File: src/rtl/ssp_irq_pkg.sv
package ssp_irq_pkg;
  localparam int NSRC     = 7;
  localparam int SRC_TXS  = 0;
  localparam int SRC_RXS  = 1;
  localparam int SRC_RTO  = 2;
  localparam int SRC_OVR  = 3;
  localparam int SRC_EOT  = 4;
  localparam int SRC_RDMA = 5;
  localparam int SRC_TDMA = 6;
  localparam int FIRST_STICKY = SRC_RTO;
  localparam int NSTICKY  = NSRC - FIRST_STICKY;
endpackage

File: src/rtl/ssp_irq_fifo_trig.sv
module ssp_irq_fifo_trig #(
  parameter int DEPTH = 8,
  localparam int LVL_W = $clog2(DEPTH + 1)
) (
  input  logic [LVL_W-1:0] tx_level_i,
  input  logic [LVL_W-1:0] rx_level_i,
  output logic             tx_svc_o,
  output logic             rx_svc_o
);
  localparam int HALF = DEPTH / 2;

  assign tx_svc_o = (32'(tx_level_i) <= HALF);
  assign rx_svc_o = (32'(rx_level_i) >= HALF);
endmodule

File: src/rtl/ssp_irq_rx_timeout.sv
module ssp_irq_rx_timeout #(
  parameter int TO_RELOAD = 32,
  localparam int CNT_W = $clog2(TO_RELOAD + 1)
) (
  input  logic clk_i,
  input  logic rst_ni,
  input  logic nonempty_i,
  input  logic push_i,
  input  logic pop_i,
  input  logic tick_i,
  output logic fire_o
);
  localparam logic [CNT_W-1:0] RELOAD = CNT_W'(TO_RELOAD);
  localparam logic [CNT_W-1:0] ONE    = CNT_W'(1);

  logic [CNT_W-1:0] cnt_q;
  logic             hold;

  // reload on data movement or while empty
  assign hold   = !nonempty_i || push_i || pop_i;
  assign fire_o = !hold && tick_i && (cnt_q == ONE);

  always_ff @(posedge clk_i or negedge rst_ni) begin
    if (!rst_ni)                       cnt_q <= RELOAD;
    else if (hold)                     cnt_q <= RELOAD;
    else if (tick_i && cnt_q != '0)    cnt_q <= cnt_q - ONE;
  end
endmodule

File: src/rtl/ssp_irq_sticky.sv
module ssp_irq_sticky #(
  parameter int W = 5
) (
  input  logic         clk_i,
  input  logic         rst_ni,
  input  logic [W-1:0] set_i,
  input  logic [W-1:0] clr_i,
  output logic [W-1:0] q_o
);
  for (genvar i = 0; i < W; i++) begin : g_bit
    always_ff @(posedge clk_i or negedge rst_ni) begin
      if (!rst_ni)       q_o[i] <= 1'b0;
      else if (set_i[i]) q_o[i] <= 1'b1;
      else if (clr_i[i]) q_o[i] <= 1'b0;
    end
  end
endmodule

File: src/rtl/ssp_irq_agg.sv
module ssp_irq_agg
  import ssp_irq_pkg::*;
#(
  parameter int DEPTH     = 8,
  parameter int TO_RELOAD = 32,
  localparam int LVL_W    = $clog2(DEPTH + 1)
) (
  input  logic             clk_i,
  input  logic             rst_ni,
  input  logic [LVL_W-1:0] tx_level_i,
  input  logic [LVL_W-1:0] rx_level_i,
  input  logic             rx_push_i,
  input  logic             rx_pop_i,
  input  logic             sclk_tick_i,
  input  logic             shift_busy_i,
  input  logic             rx_ovr_i,
  input  logic             rx_dma_done_i,
  input  logic             tx_dma_done_i,
  input  logic             wr_en_i,
  input  logic             wr_sel_i,
  input  logic [NSRC-1:0]  wr_data_i,
  output logic [NSRC-1:0]  raw_o,
  output logic [NSRC-1:0]  mis_o,
  output logic             irq_o
);
  logic              tx_svc, rx_svc, rto_fire, eot_evt, busy_q;
  logic [NSRC-1:0]   mask_q;
  logic [NSRC-1:0]   set_vec, clr_vec;
  logic [NSTICKY-1:0] sticky_q;

  ssp_irq_fifo_trig #(.DEPTH(DEPTH)) u_trig (
    .tx_level_i (tx_level_i),
    .rx_level_i (rx_level_i),
    .tx_svc_o   (tx_svc),
    .rx_svc_o   (rx_svc)
  );

  ssp_irq_rx_timeout #(.TO_RELOAD(TO_RELOAD)) u_rto (
    .clk_i      (clk_i),
    .rst_ni     (rst_ni),
    .nonempty_i (rx_level_i != '0),
    .push_i     (rx_push_i),
    .pop_i      (rx_pop_i),
    .tick_i     (sclk_tick_i),
    .fire_o     (rto_fire)
  );

  always_ff @(posedge clk_i or negedge rst_ni) begin
    if (!rst_ni) busy_q <= 1'b0;
    else         busy_q <= shift_busy_i;
  end

  assign eot_evt = busy_q && !shift_busy_i && (tx_level_i == '0);

  always_comb begin
    set_vec           = '0;
    set_vec[SRC_RTO]  = rto_fire;
    set_vec[SRC_OVR]  = rx_ovr_i;
    set_vec[SRC_EOT]  = eot_evt;
    set_vec[SRC_RDMA] = rx_dma_done_i;
    set_vec[SRC_TDMA] = tx_dma_done_i;
    clr_vec           = (wr_en_i && wr_sel_i) ? wr_data_i : '0;
  end

  ssp_irq_sticky #(.W(NSTICKY)) u_sticky (
    .clk_i  (clk_i),
    .rst_ni (rst_ni),
    .set_i  (set_vec[NSRC-1:FIRST_STICKY]),
    .clr_i  (clr_vec[NSRC-1:FIRST_STICKY]),
    .q_o    (sticky_q)
  );

  always_ff @(posedge clk_i or negedge rst_ni) begin
    if (!rst_ni)                  mask_q <= '0;
    else if (wr_en_i && !wr_sel_i) mask_q <= wr_data_i;
  end

  assign raw_o = {sticky_q, rx_svc, tx_svc};
  assign mis_o = raw_o & mask_q;
  assign irq_o = |mis_o;
endmodule

File: config.mk
export PLATFORM = sky130hd
export DESIGN_NAME = ssp_irq_agg
export DESIGN_NICKNAME = d
export VERILOG_FILES = /design/src/rtl/ssp_irq_pkg.sv /design/src/rtl/ssp_irq_fifo_trig.sv /design/src/rtl/ssp_irq_rx_timeout.sv /design/src/rtl/ssp_irq_sticky.sv /design/src/rtl/ssp_irq_agg.sv
export SDC_FILE = /design/constraint.sdc
export NUM_CORES = 1
export LEC_CHECK = 0
export BUFFER_PORTS_ARGS = -buffer_cell sky130_fd_sc_hd__buf_4
export CAP_MARGIN = 20
export CORE_UTILIZATION = 50
export DETAILED_ROUTE_END_ITERATION = 8
export PLACE_DENSITY = 0.83
export SYNTH_ARGS = -nofsm -noshare
export SYNTH_HDL_FRONTEND = slang
export SYNTH_SLANG_ARGS = --single-unit
File: constraint.sdc
create_clock -name clk_i -period 4.55 [get_ports clk_i]
set_clock_uncertainty 0.05 [all_clocks]
set_input_delay 0.2275 -clock clk_i [delete_from_list [all_inputs] [get_ports clk_i]]
set_output_delay 0.2275 -clock clk_i [all_outputs]
set_load 0.01 [all_outputs]
# After elaboration in Yosys (flattened, before gate mapping)
# Cells that the tools add are included.
[op_classes]
n_eq_ne = 1
reduce_logical = 23
addsub = 1
muxes = 13
n_bitwise = 1
order_cmp = 2
[ops]
columns = ["operator", "n"]
rows = [
  ["$mux 6", 2],
  ["$reduce_bool 2->1", 6],
  ["$mux 1", 10],
  ["$and 7x7->7", 1],
  ["$logic_and 1x1->1", 7],
  ["$mux 7", 1],
  ["$reduce_or 7->1", 1],
  ["$eq 6x1->1 const B", 1],
  ["$reduce_bool 6->1", 1],
  ["$sub 6x1->6 const B", 1],
  ["$ge 4x3->1 const B", 1],
  ["$le 4x3->1 const B", 1],
  ["$logic_not 1->1", 4],
  ["$logic_not 4->1", 1],
  ["$reduce_bool 4->1", 1],
  ["$logic_or 1x1->1", 2],
]
[totals]
inputBits = 26
reg_bits = 19
output_inout_bits = 15

# Logic depth before layout (Yosys ltp)
[logic_depth]
ltp_word = 8
mapped_depth = 5

# Modules after synthesis
# From an unflattened synthesis, not the netlist that was laid out.
[unflattened]
hier_cells = 95
hier_area_um2 = 1016.0
[by_module_without_submodules]
columns = ["mod", "area_per_inst_um2", "cells_per_inst", "instances", "seq_area_each_um2"]
rows = [
  ["ssp_irq_agg", 432.9, 37, 1, 200.2],
  ["ssp_irq_rx_timeout", 384.1, 40, 1, 151.4],
  ["ssp_irq_sticky", 181.4, 15, 1, 125.1],
  ["ssp_irq_fifo_trig", 17.5, 3, 1, 0.0],
]

# Least setup slack after synthesis
# Ideal clock, no wire load.
[synth_timing]
path_kind = "register to output"
startpoint = "register u_sticky.q_o[3]"
endpoint = "output irq_o"
path_stages_with_launch = 4
t_arrival_ns = 1.350
path_slack_ns = 2.923
cell_sequence = "dfrtp_1 a222oi_1 or4b_1 a21o_1"
[synth_between]
elab_chain_cells = 2
[synth_lines]
columns = ["element", "line", "rtl"]
rows = [
  ["start: declaration", "ssp_irq_sticky.sv:8", "output logic [W-1:0] q_o"],
  ["start signal: indexed assignment", "ssp_irq_sticky.sv:12", "if (!rst_ni) q_o[i] <= 1'b0;"],
  ["start signal: indexed assignment", "ssp_irq_sticky.sv:13", "else if (set_i[i]) q_o[i] <= 1'b1;"],
  ["start signal: indexed assignment", "ssp_irq_sticky.sv:14", "else if (clr_i[i]) q_o[i] <= 1'b0;"],
  ["$and 7x7->7", "ssp_irq_agg.sv:79", "assign mis_o = raw_o & mask_q;"],
  ["$reduce_or 7->1", "ssp_irq_agg.sv:80", "assign irq_o = |mis_o;"],
  ["end: declaration", "ssp_irq_agg.sv:24", "output logic irq_o"],
]
# No other way between the ends.

# Worst setup path after layout
# Same ends and word-level chain as after synthesis.

==> flow_summary.json <==
{
  "outcome": "complete, no violations",
  "critPathLaunchType": "register",
  "relSlewSlack": 0.5773,
  "synth_cells": 89,
  "ys_types": 33,
  "rsz0062_at_grt": "false",
  "crit_family": "compound AO/OA/AOI/OAI gates",
  "synth_fp_nets": 118,
  "die_x_um": 46.15,
  "worstPathMaxFanout": 4,
  "cts_buffers": 3,
  "drtIter0Drc": 14,
  "syn_to_final_growth_pct": 36.84,
  "grt_pass1_vias": 824,
  "period_share": 0.4651,
  "yosysSeqAreaShare": 0.4891,
  "io_buffers": 40,
  "pwr-share-seq": 0.526,
  "tightest_slew_ns": 0.6328,
  "vias": 855,
  "cp.arrival_ns": 1.84,
  "cp_slowest_cell": "or4b_1",
  "hold_buffers": 2,
  "coreArea_mm2": 0.001783,
  "yosysWarnings": 0,
  "ctsResizeCount": 0,
  "fin_nets": 162,
  "antenna_found_initial": 0,
  "io_pins": 41,
  "async_flop_share": 1.000,
  "grt_first_pass_wirelength_um": 3284,
  "grt_util_all_layers": 0.2192,
  "hpwl_um": 1686,
  "cpPeakStageDelay_ns": 0.48,
  "clock_sinks": 19,
  "syn_avg_cell_area_um2": 10.95,
  "p_sw_frac": 0.2681,
  "clock_latency_ns": 0.29,
  "synth_edf_count": 0,
  "gp_congestion": 0.8464,
  "critPathKind": "register to primary output",
  "min_path_type": "primary input to register",
  "p_comb_frac": 0.249,
  "diodes": 0,
  "die_h_um": 46.15,
  "cp-end-kind": "primary output",
  "die_area_mm2": 0.002130,
  "synthFlopType": "dfrtp_1",
  "switching_power_uw": 99.31,
  "maxCapViolations": 0,
  "fillCellCount": 132,
  "finalHoldViolCount": 0,
  "p_leak_nw": 0.6168,
  "wl_per_cell_um": 14.02,
  "grt-ovfl-total": 0,
  "power_density_mw_per_mm2": 277.7,
  "cts_tree": "done",
  "internal_power_uw": 271.1,
  "p_clk_frac": 0.225,
  "path_buf_inv": 1,
  "total_power_uw": 370.4,
  "grt_max_degree": 20,
  "ys_ff_latch": 19,
  "drive_gt1_frac": 0.4318,
  "postRouteAntennaNets": 0,
  "slew_violations": 0,
  "initial_core_util": 0.5467,
  "required_ns": 4.27,
  "wirelength_um": 2201,
  "first_pass_iters": 4,
  "synth.cell_area_um2": 974.7,
  "clockRootBuffer": "clkbuf_4",
  "setup_viol": 0,
  "whs_ns": 0.05797,
  "drc": 0,
  "setup_tns_ns": 0,
  "utilization": 0.7481,
  "cts.reportedPaths.clkPinSlew_ns": 0.11,
  "htreeDepth": 1,
  "min_period_ns": 2.116,
  "vias_per_cell": 5.446,
  "cts_setup_buffers": 0,
  "max_freq_ghz": 0.4726,
  "crit_chain": "a222oi_1 -> or4b_1 -> a21o_1 -> buf_4",
  "peakVddDrop_v": 0.0002071,
  "std_cell_rows": 15,
  "clockBufferDepth": 2
}
worst paths after layout:
kind,start,end,slack (ns),depth (start not counted)
worst max-delay path,u_sticky.q_o[3],irq_o,2.43,4
worst min-delay path,rx_ovr_i,u_sticky.q_o[1],0.06,2
worst max register to register,u_rto.cnt_q[2],u_rto.cnt_q[5],2.96,3
worst min register to register,u_sticky.q_o[4],u_sticky.q_o[4],0.47,1
max in group asynchronous,rst_ni,u_rto.cnt_q[5],3.90,2
min in group asynchronous,rst_ni,u_rto.cnt_q[4],0.29,2
state kept, by name, summed over array words and instances, names as in the netlist:
signal        flops
busy_q            1
mask_q            7
u_rto.cnt_q       6
u_sticky.q_o      5
routing by layer:
layer	track usage	up-vias	wire, um
met4	0.08824	0	30
met1	0.2432	410	908
met5	0	-	0
li1	-	415	-
met2	0.4169	26	1195
met3	0.02353	4	66
cells by family (layout without fill, tap and decap cells):
group	Yosys count	after routing	share of synthesized area
AO/OA/AOI/OAI	20	20	0.1464
multiplexers	8	8	0.09115
flip-flops	19	19	0.4891
buffers and inverters	5	48	0.02695
adder cells (fa/ha/maj)	3	3	0.03852
AND/OR/NAND/NOR	34	34	0.2080
synth_stat cells (all sizes together) (2+ instances only):
| cell type | number | area (um^2) |
|---|---|---|
| nor2 | 2 | 7.510 |
| or3 | 2 | 18.77 |
| and2 | 6 | 37.54 |
| or4b | 2 | 20.02 |
| inv | 2 | 7.510 |
| o21ai | 4 | 20.02 |
| dfrtp | 18 | 450.4 |
| or2 | 2 | 12.51 |
| mux2 | 7 | 78.83 |
| ha | 3 | 37.54 |
| or4 | 2 | 15.01 |
| nand2 | 6 | 22.52 |
| nand3 | 7 | 35.03 |
| nor2b | 2 | 12.51 |
| a21o | 4 | 30.03 |
| a21oi | 4 | 20.02 |
| buf | 2 | 15.01 |
placed cells by master, fill, tap and decap left out, types with 2 or more instances in the layout:
master	count
a21o_1	4
a21oi_1	4
and2_1	6
buf_4	40
clkbuf_4	3
dfrtp_1	18
dlygate4sd3_1	2
ha_1	3
inv_1	2
mux2_2	7
nand2_1	6
nand3_1	7
nor2_1	2
nor2b_1	2
o21ai_0	4
or2_2	2
or4_1	2
power by group through the flow:
stage                     combinational (mW)  sequential (mW)  clock (mW)
after floorplan                       0.0457            0.196           0
after detailed placement              0.0908            0.198           0
after global placement                0.0886            0.197           0
after CTS                             0.0930            0.195      0.0849
after global routing                   0.100            0.197      0.0931
final                                 0.0922            0.195      0.0834
cell type report:
type	count	area [um^2]	share of cell area
repair buffers	42	320.3	0.2401
multi-input cells	65	471.7	0.3537
well taps	25	31.28	0.02345
flip-flops and latches	19	476.7	0.3574
inverters	2	7.507	0.005629
clock buffers	4	26.28	0.01970
metrics by stage:
stage	worst slack, ns	area (um^2)	cells
CTS	2.419	1334	157
floorplan	2.923	974.7	89
global placement	2.761	1287	151
finish	2.434	1334	157
global route	2.297	1334	157
detailed placement	2.746	1287	151
Note: power is estimated with default switching activity, not from simulation.
